File: config.mk
export PLATFORM = sky130hd
export DESIGN_NAME = specwb_gate
export DESIGN_NICKNAME = d
export VERILOG_FILES = /design/src/rtl/specwb_pkg.sv /design/src/rtl/specwb_ctrl.sv /design/src/rtl/specwb_slots.sv /design/src/rtl/specwb_gate.sv
export SDC_FILE = /design/constraint.sdc
export NUM_CORES = 1
export LEC_CHECK = 0
export ABC_CLOCK_PERIOD_IN_PS = 1850
export BUFFER_PORTS_ARGS = -buffer_cell sky130_fd_sc_hd__buf_2
export CORE_ASPECT_RATIO = 0.6
export CORE_MARGIN = 4
export CORE_UTILIZATION = 45
export CTS_BUF_LIST = sky130_fd_sc_hd__clkbuf_4
export DETAILED_ROUTE_END_ITERATION = 8
export PLACE_DENSITY = 0.68
export SYNTH_ARGS = -nofsm -noshare
export SYNTH_HDL_FRONTEND = slang
export SYNTH_SLANG_ARGS = --single-unit
File: constraint.sdc
create_clock -name clk -period 1.85 [get_ports clk]
set_input_delay 0.0925 -clock clk [delete_from_list [all_inputs] [get_ports clk]]
set_output_delay 0.0925 -clock clk [all_outputs]
set_load 0.01 [all_outputs]
File: src/rtl/specwb_pkg.sv
package specwb_pkg;

  typedef enum logic [1:0] {
    CLS_INT = 2'd0,
    CLS_MEM = 2'd1,
    CLS_SYS = 2'd2,
    CLS_BR  = 2'd3
  } unitClassT;

  // strobes from control to the slot table
  typedef struct packed {
    logic alloc;      // an issue is accepted this cycle
    logic allocSpec;  // the accepted issue is speculative
    logic commitSpec; // pending branch resolved as predicted
    logic squash;     // pending branch resolved as mispredicted
  } gateStrobeT;

endpackage

File: src/rtl/specwb_ctrl.sv
module specwb_ctrl
  import specwb_pkg::*;
#(
  parameter int TAG_W = 3
) (
  input  logic             clk,
  input  logic             rstN,
  input  logic             issueValid,
  input  logic [1:0]       issueClass,
  input  logic [TAG_W-1:0] issueTag,
  input  logic             resolveValid,
  input  logic             resolveTaken,
  input  logic             resolveMispredict,
  output logic             issueReady,
  output gateStrobeT       strb,
  output logic             flushValid,
  output logic [TAG_W-1:0] flushFirst,
  output logic [TAG_W-1:0] flushLast,
  output logic [TAG_W:0]   flushCount,
  output logic             redirectValid,
  output logic             redirectTaken
);

  localparam int SLOTS = 1 << TAG_W;

  logic             pending;
  logic [TAG_W-1:0] specFirst;
  logic [TAG_W-1:0] specLast;
  logic [TAG_W:0]   specCount;

  logic resolveNow;
  logic isBranch;
  logic accept;
  logic openBranch;

  always_comb begin
    resolveNow = resolveValid && pending;
    isBranch   = (issueClass == CLS_BR);
    // resolve applies before a same-cycle issue
    issueReady = !(isBranch && pending && !resolveNow);
    accept     = issueValid && issueReady;
    openBranch = accept && isBranch;

    strb.alloc      = accept;
    strb.allocSpec  = accept && pending && !resolveNow;
    strb.commitSpec = resolveNow && !resolveMispredict;
    strb.squash     = resolveNow && resolveMispredict;

    flushValid    = strb.squash;
    flushFirst    = specFirst;
    flushLast     = specLast;
    flushCount    = specCount;
    redirectValid = strb.squash;
    redirectTaken = resolveTaken;
  end

  always_ff @(posedge clk) begin
    if (!rstN) begin
      pending   <= 1'b0;
      specFirst <= '0;
      specLast  <= '0;
      specCount <= '0;
    end else begin
      pending <= (pending && !resolveNow) || openBranch;
      if (resolveNow || openBranch) begin
        specCount <= '0;
      end else if (strb.allocSpec) begin
        if (specCount == '0) specFirst <= issueTag;
        specLast  <= issueTag;
        specCount <= specCount + 1'b1;
      end
    end
  end

  // an offered branch with no resolve keeps the window open
  a_r4_branch_held: assert property (@(posedge clk) disable iff (!rstN)
    (pending && issueValid && isBranch && !resolveValid) |=> pending);

  // any resolve of a pending branch empties the speculative range
  a_r5_range_cleared: assert property (@(posedge clk) disable iff (!rstN)
    (resolveValid && pending) |=> (specCount == '0));

  // the range never exceeds the table
  a_r6_count_bound: assert property (@(posedge clk) disable iff (!rstN)
    specCount <= (TAG_W+1)'(SLOTS));

  // a stray resolve leaves the idle state idle
  a_r9_stray_resolve: assert property (@(posedge clk) disable iff (!rstN)
    (resolveValid && !pending && !(issueValid && isBranch)) |=> !pending);

endmodule

File: src/rtl/specwb_slots.sv
module specwb_slots
  import specwb_pkg::*;
#(
  parameter int TAG_W = 3
) (
  input  logic             clk,
  input  logic             rstN,
  input  gateStrobeT       strb,
  input  logic [TAG_W-1:0] issueTag,
  input  logic             doneValid,
  input  logic [TAG_W-1:0] doneTag,
  output logic [(1<<TAG_W)-1:0] wbEn
);

  localparam int SLOTS = 1 << TAG_W;

  logic [SLOTS-1:0] slotValid;
  logic [SLOTS-1:0] slotSpec;
  logic [SLOTS-1:0] slotDone;

  for (genvar i = 0; i < SLOTS; i++) begin : gSlot
    logic hitAlloc;
    logic hitDone;

    always_comb begin
      hitAlloc = strb.alloc && (issueTag == TAG_W'(i));
      hitDone  = doneValid && (doneTag == TAG_W'(i)) && slotValid[i];
      wbEn[i]  = slotValid[i] && slotDone[i] && !slotSpec[i];
    end

    always_ff @(posedge clk) begin
      if (!rstN) begin
        slotValid[i] <= 1'b0;
        slotSpec[i]  <= 1'b0;
        slotDone[i]  <= 1'b0;
      end else if (hitAlloc) begin
        slotValid[i] <= 1'b1;
        slotSpec[i]  <= strb.allocSpec;
        slotDone[i]  <= 1'b0;
      end else if (strb.squash && slotSpec[i]) begin
        slotValid[i] <= 1'b0;
        slotSpec[i]  <= 1'b0;
        slotDone[i]  <= 1'b0;
      end else if (wbEn[i]) begin
        slotValid[i] <= 1'b0;
        slotDone[i]  <= 1'b0;
      end else begin
        if (strb.commitSpec) slotSpec[i] <= 1'b0;
        if (hitDone) slotDone[i] <= 1'b1;
      end
    end

    // one write-back per instruction
    a_r2_single_wb: assert property (@(posedge clk) disable iff (!rstN)
      wbEn[i] |=> !wbEn[i]);

    // a completed speculative result stays held until resolve
    a_r3_held: assert property (@(posedge clk) disable iff (!rstN)
      (slotValid[i] && slotSpec[i] && slotDone[i] && !strb.commitSpec && !strb.squash)
        |=> (slotValid[i] && !wbEn[i]));

    // a squashed slot is emptied
    a_r7_squashed: assert property (@(posedge clk) disable iff (!rstN)
      (strb.squash && slotSpec[i] && !hitAlloc) |=> !slotValid[i]);

    // completion for an empty slot produces no write-back
    a_r10_empty_done: assert property (@(posedge clk) disable iff (!rstN)
      (doneValid && (doneTag == TAG_W'(i)) && !slotValid[i]) |=> !wbEn[i]);
  end

endmodule

File: src/rtl/specwb_gate.sv
module specwb_gate
  import specwb_pkg::*;
#(
  parameter int TAG_W = 3
) (
  input  logic                  clk,
  input  logic                  rstN,
  input  logic                  issueValid,
  input  logic [1:0]            issueClass,
  input  logic [TAG_W-1:0]      issueTag,
  output logic                  issueReady,
  input  logic                  doneValid,
  input  logic [TAG_W-1:0]      doneTag,
  input  logic                  resolveValid,
  input  logic                  resolveTaken,
  input  logic                  resolveMispredict,
  output logic [(1<<TAG_W)-1:0] wbEn,
  output logic                  flushValid,
  output logic [TAG_W-1:0]      flushFirst,
  output logic [TAG_W-1:0]      flushLast,
  output logic [TAG_W:0]        flushCount,
  output logic                  redirectValid,
  output logic                  redirectTaken
);

  gateStrobeT strb;

  specwb_ctrl #(.TAG_W(TAG_W)) uCtrl (
    .clk               (clk),
    .rstN              (rstN),
    .issueValid        (issueValid),
    .issueClass        (issueClass),
    .issueTag          (issueTag),
    .resolveValid      (resolveValid),
    .resolveTaken      (resolveTaken),
    .resolveMispredict (resolveMispredict),
    .issueReady        (issueReady),
    .strb              (strb),
    .flushValid        (flushValid),
    .flushFirst        (flushFirst),
    .flushLast         (flushLast),
    .flushCount        (flushCount),
    .redirectValid     (redirectValid),
    .redirectTaken     (redirectTaken)
  );

  specwb_slots #(.TAG_W(TAG_W)) uSlots (
    .clk       (clk),
    .rstN      (rstN),
    .strb      (strb),
    .issueTag  (issueTag),
    .doneValid (doneValid),
    .doneTag   (doneTag),
    .wbEn      (wbEn)
  );

  // flush and redirect only ever appear together with a resolve
  a_r6_flush_needs_resolve: assert property (@(posedge clk) disable iff (!rstN)
    flushValid |-> (resolveValid && resolveMispredict && redirectValid));

endmodule

==> flow_metrics.tcl <==
set metrics [dict create \
    io_pins 37 \
    final_common_cell "dfxtp_1" \
    grt_pass1_wl_mm 7.31 \
    gp_congestion 0.784 \
    wirelength_mm 4.28 \
    synth_cell_types 43 \
    syn_area_mm2 0.00181 \
    r2r_slack_ns 0.41 \
    cts_resized 0 \
    grt_pass1_vias 1465 \
    synthesis.nets 225 \
    timing.rr.start "uCtrl.pending$_SDFF_PN0_" \
    die_h_um 57.2 \
    cts_root_buf "clkbuf_4" \
    min_path_cells 3 \
    start_util 0.481 \
    ant_nets 0 \
    core_area_mm2 0.00376 \
    setup_ws_ns 0.380 \
    synth_edf_count 0 \
    dieArea_mm2 0.00514 \
    p_leak_nw 0.783 \
    power.total_w 0.00129 \
    finalCritPeriodShare 0.795 \
    status "finished clean" \
    start_kind "flip-flop" \
    io_buffers 34 \
    r2r-end "uSlots.slotDone[4]$_SDFFE_PP0P_" \
    syn-mean-instance-area_um2 8.71 \
    synthTopCellsByArea "dfxtp_1 (39%), nand2_1 (5.0%), mux2i_1 (4.4%)" \
    first_pass_iters 4 \
    clock_latency_ns 0.34 \
    cp-startpoint "uCtrl.pending$_SDFF_PN0_" \
    peakVddDrop_mv 0.380 \
    rsz0062_at_grt "no" \
    row_count 17 \
    area_delta_synth_final_pct 12.8 \
    grt_usage 0.176 \
    fp.dieW_um 89.9 \
    netlist.area_leader.share 0.387 \
    ys_seq_elements 35 \
    synth_top_area_cell "dfxtp_1" \
    clock-skew-final_ns 0.00874 \
    pwr_density_cell_mw_per_mm2 633 \
    syn_inst 208 \
    num_antenna_cells 0 \
    pre_cts_slack_ns 0.376 \
    first_iter_violations 82 \
    grt_max_degree 31 \
    antenna_found_initial 0 \
    layout-drive-gt1-share 0.205 \
    async_flop_share 0 \
    yosysSeqAreaShare 0.387 \
    hp-class "primary input to flip-flop" \
    ys_warn_count 0 \
    critPathKind "flip-flop to primary output" \
    cts_htree_levels 2 \
    fin_crit_ns 1.47 \
    cts_hold_buf 0 \
    hold_path_end "uCtrl.flushFirst[0]$_SDFFE_PN0P_" \
    crit_fanout 11 \
    cts_buffer_depth 2 \
    clk_pin_slew_worst_paths_ns 0.09 \
    tightest_slew_ns 0.536 \
    setup-tns-final_ns 0 \
    hold_path_startpoint "issueTag[0]" \
    cts_tree "built" \
    relSlewSlack 0.639 \
    dpl.hpwl_mm 3.28 \
    ys.flop_type "dfxtp_1" \
    cts_setup_buffers 0 \
    drc_errors 0 \
    fin_worst_hold_slack_ns 0.0731 \
    cts.sinks 35 \
    grt.overflow.total 0 \
    wl_per_cell_um 15.0 \
    reg2reg_depth 3 \
    vias 1601 \
    hold_violations 0 \
    maxCapViolCount 0 \
    fmax_ghz 0.680 \
    final_cell_mix "dfxtp_1 (35), buf_2 (34), nand2_1 (24)" \
    drv_slew 0 \
    setup_viol 0 \
    end_kind "primary output" \
    viasPerCell 5.60 \
    cp.required_ns 1.76 \
    final_nets 255 \
    critPathArrivalTime_ns 1.38 \
    cts_buffers 5 \
]
worst max-delay path, cell delays in order (launching register included):
cell	delay [ns]
dfxtp_1	0.39
and4b_4	0.36
inv_1	0.13
buf_2	0.17
metrics by stage:
| step | cells | cell area, um^2 | utilization |
|---|---|---|---|
| global route | 286 | 2040 | 0.543 |
| floorplan | 208 | 1810 | - |
| finish | 286 | 2040 | 0.543 |
| global placement | 278 | 1990 | 0.529 |
| detailed placement | 278 | 1990 | 0.529 |
| CTS | 286 | 2040 | 0.543 |
metal layers:
layer | wire [um] | track usage | vias up
met3 | 328 | 0.0487 | 8
met2 | 1590 | 0.234 | 42
met1 | 2310 | 0.271 | 724
li1 | - | - | 827
met4 | 55 | 0.0545 | 0
met5 | 0 | 0 | -
worst max path at each step:
stage          depth (start not counted)                              end
2_1_floorplan                          4  uSlots.slotDone[4]$_SDFFE_PP0P_
6_report                               3                       issueReady
3_5_place_dp                           4  uSlots.slotDone[4]$_SDFFE_PP0P_
4_1_cts                                3                       issueReady
5_1_grt                                3                       issueReady
3_3_place_gp                           4  uSlots.slotDone[4]$_SDFFE_PP0P_
logic make-up (layout without fill, tap and decap cells):
kind of cell	count (synthesis)	in the layout	synth area share
flops	35	35	0.387
buf+inv	22	53	0.0587
fa+ha+maj	2	2	0.0138
simple gates	96	96	0.328
mux	8	8	0.0442
compound gates	45	45	0.169
registers in the layout, indices dropped and copies added, names as in the netlist:
signal / flops
uCtrl.pending: 1
uSlots.slotValid: 8
uCtrl.flushCount: 4
uSlots.slotDone: 8
uSlots.slotSpec: 8
uCtrl.flushLast: 3
uCtrl.flushFirst: 3
synth_stat cells, drive strengths merged, types with 2 or more instances:
library cell,number
ha,2
dfxtp,35
nor4b,6
nand2,24
and3b,3
mux2i,8
a41oi,3
clkbuf,10
nor2b,3
o2bb2ai,3
a21boi,10
o31ai,2
nor3b,2
and2,2
nand3b,3
o21a,2
buf,5
a31oi,3
or4,2
o211ai,2
and3,3
nand2b,7
nor2,10
a32o,2
nand4,9
o21ai,11
a21oi,6
inv,7
nand3,10
and4b,3
and4,3
layout make-up:
type                    instances  area, um^2
well taps                      47        58.8
clock inverters                 2        7.51
fillers                       382        1720
inverters                       7        26.3
multi-input cells             151        1000
clock buffers                   6        45.0
repair buffers                 38         200
flip-flops and latches         35         701
report_power, final:
group	switching, W	internal [W]	leakage (nW)
clock network	0.000244	0.000155	0.0307
logic	0.0000796	0.0000449	0.469
registers	0.00000727	0.000763	0.283
total	0.000331	0.000963	0.783
No activity file was read; power rests on OpenSTA's default activity.
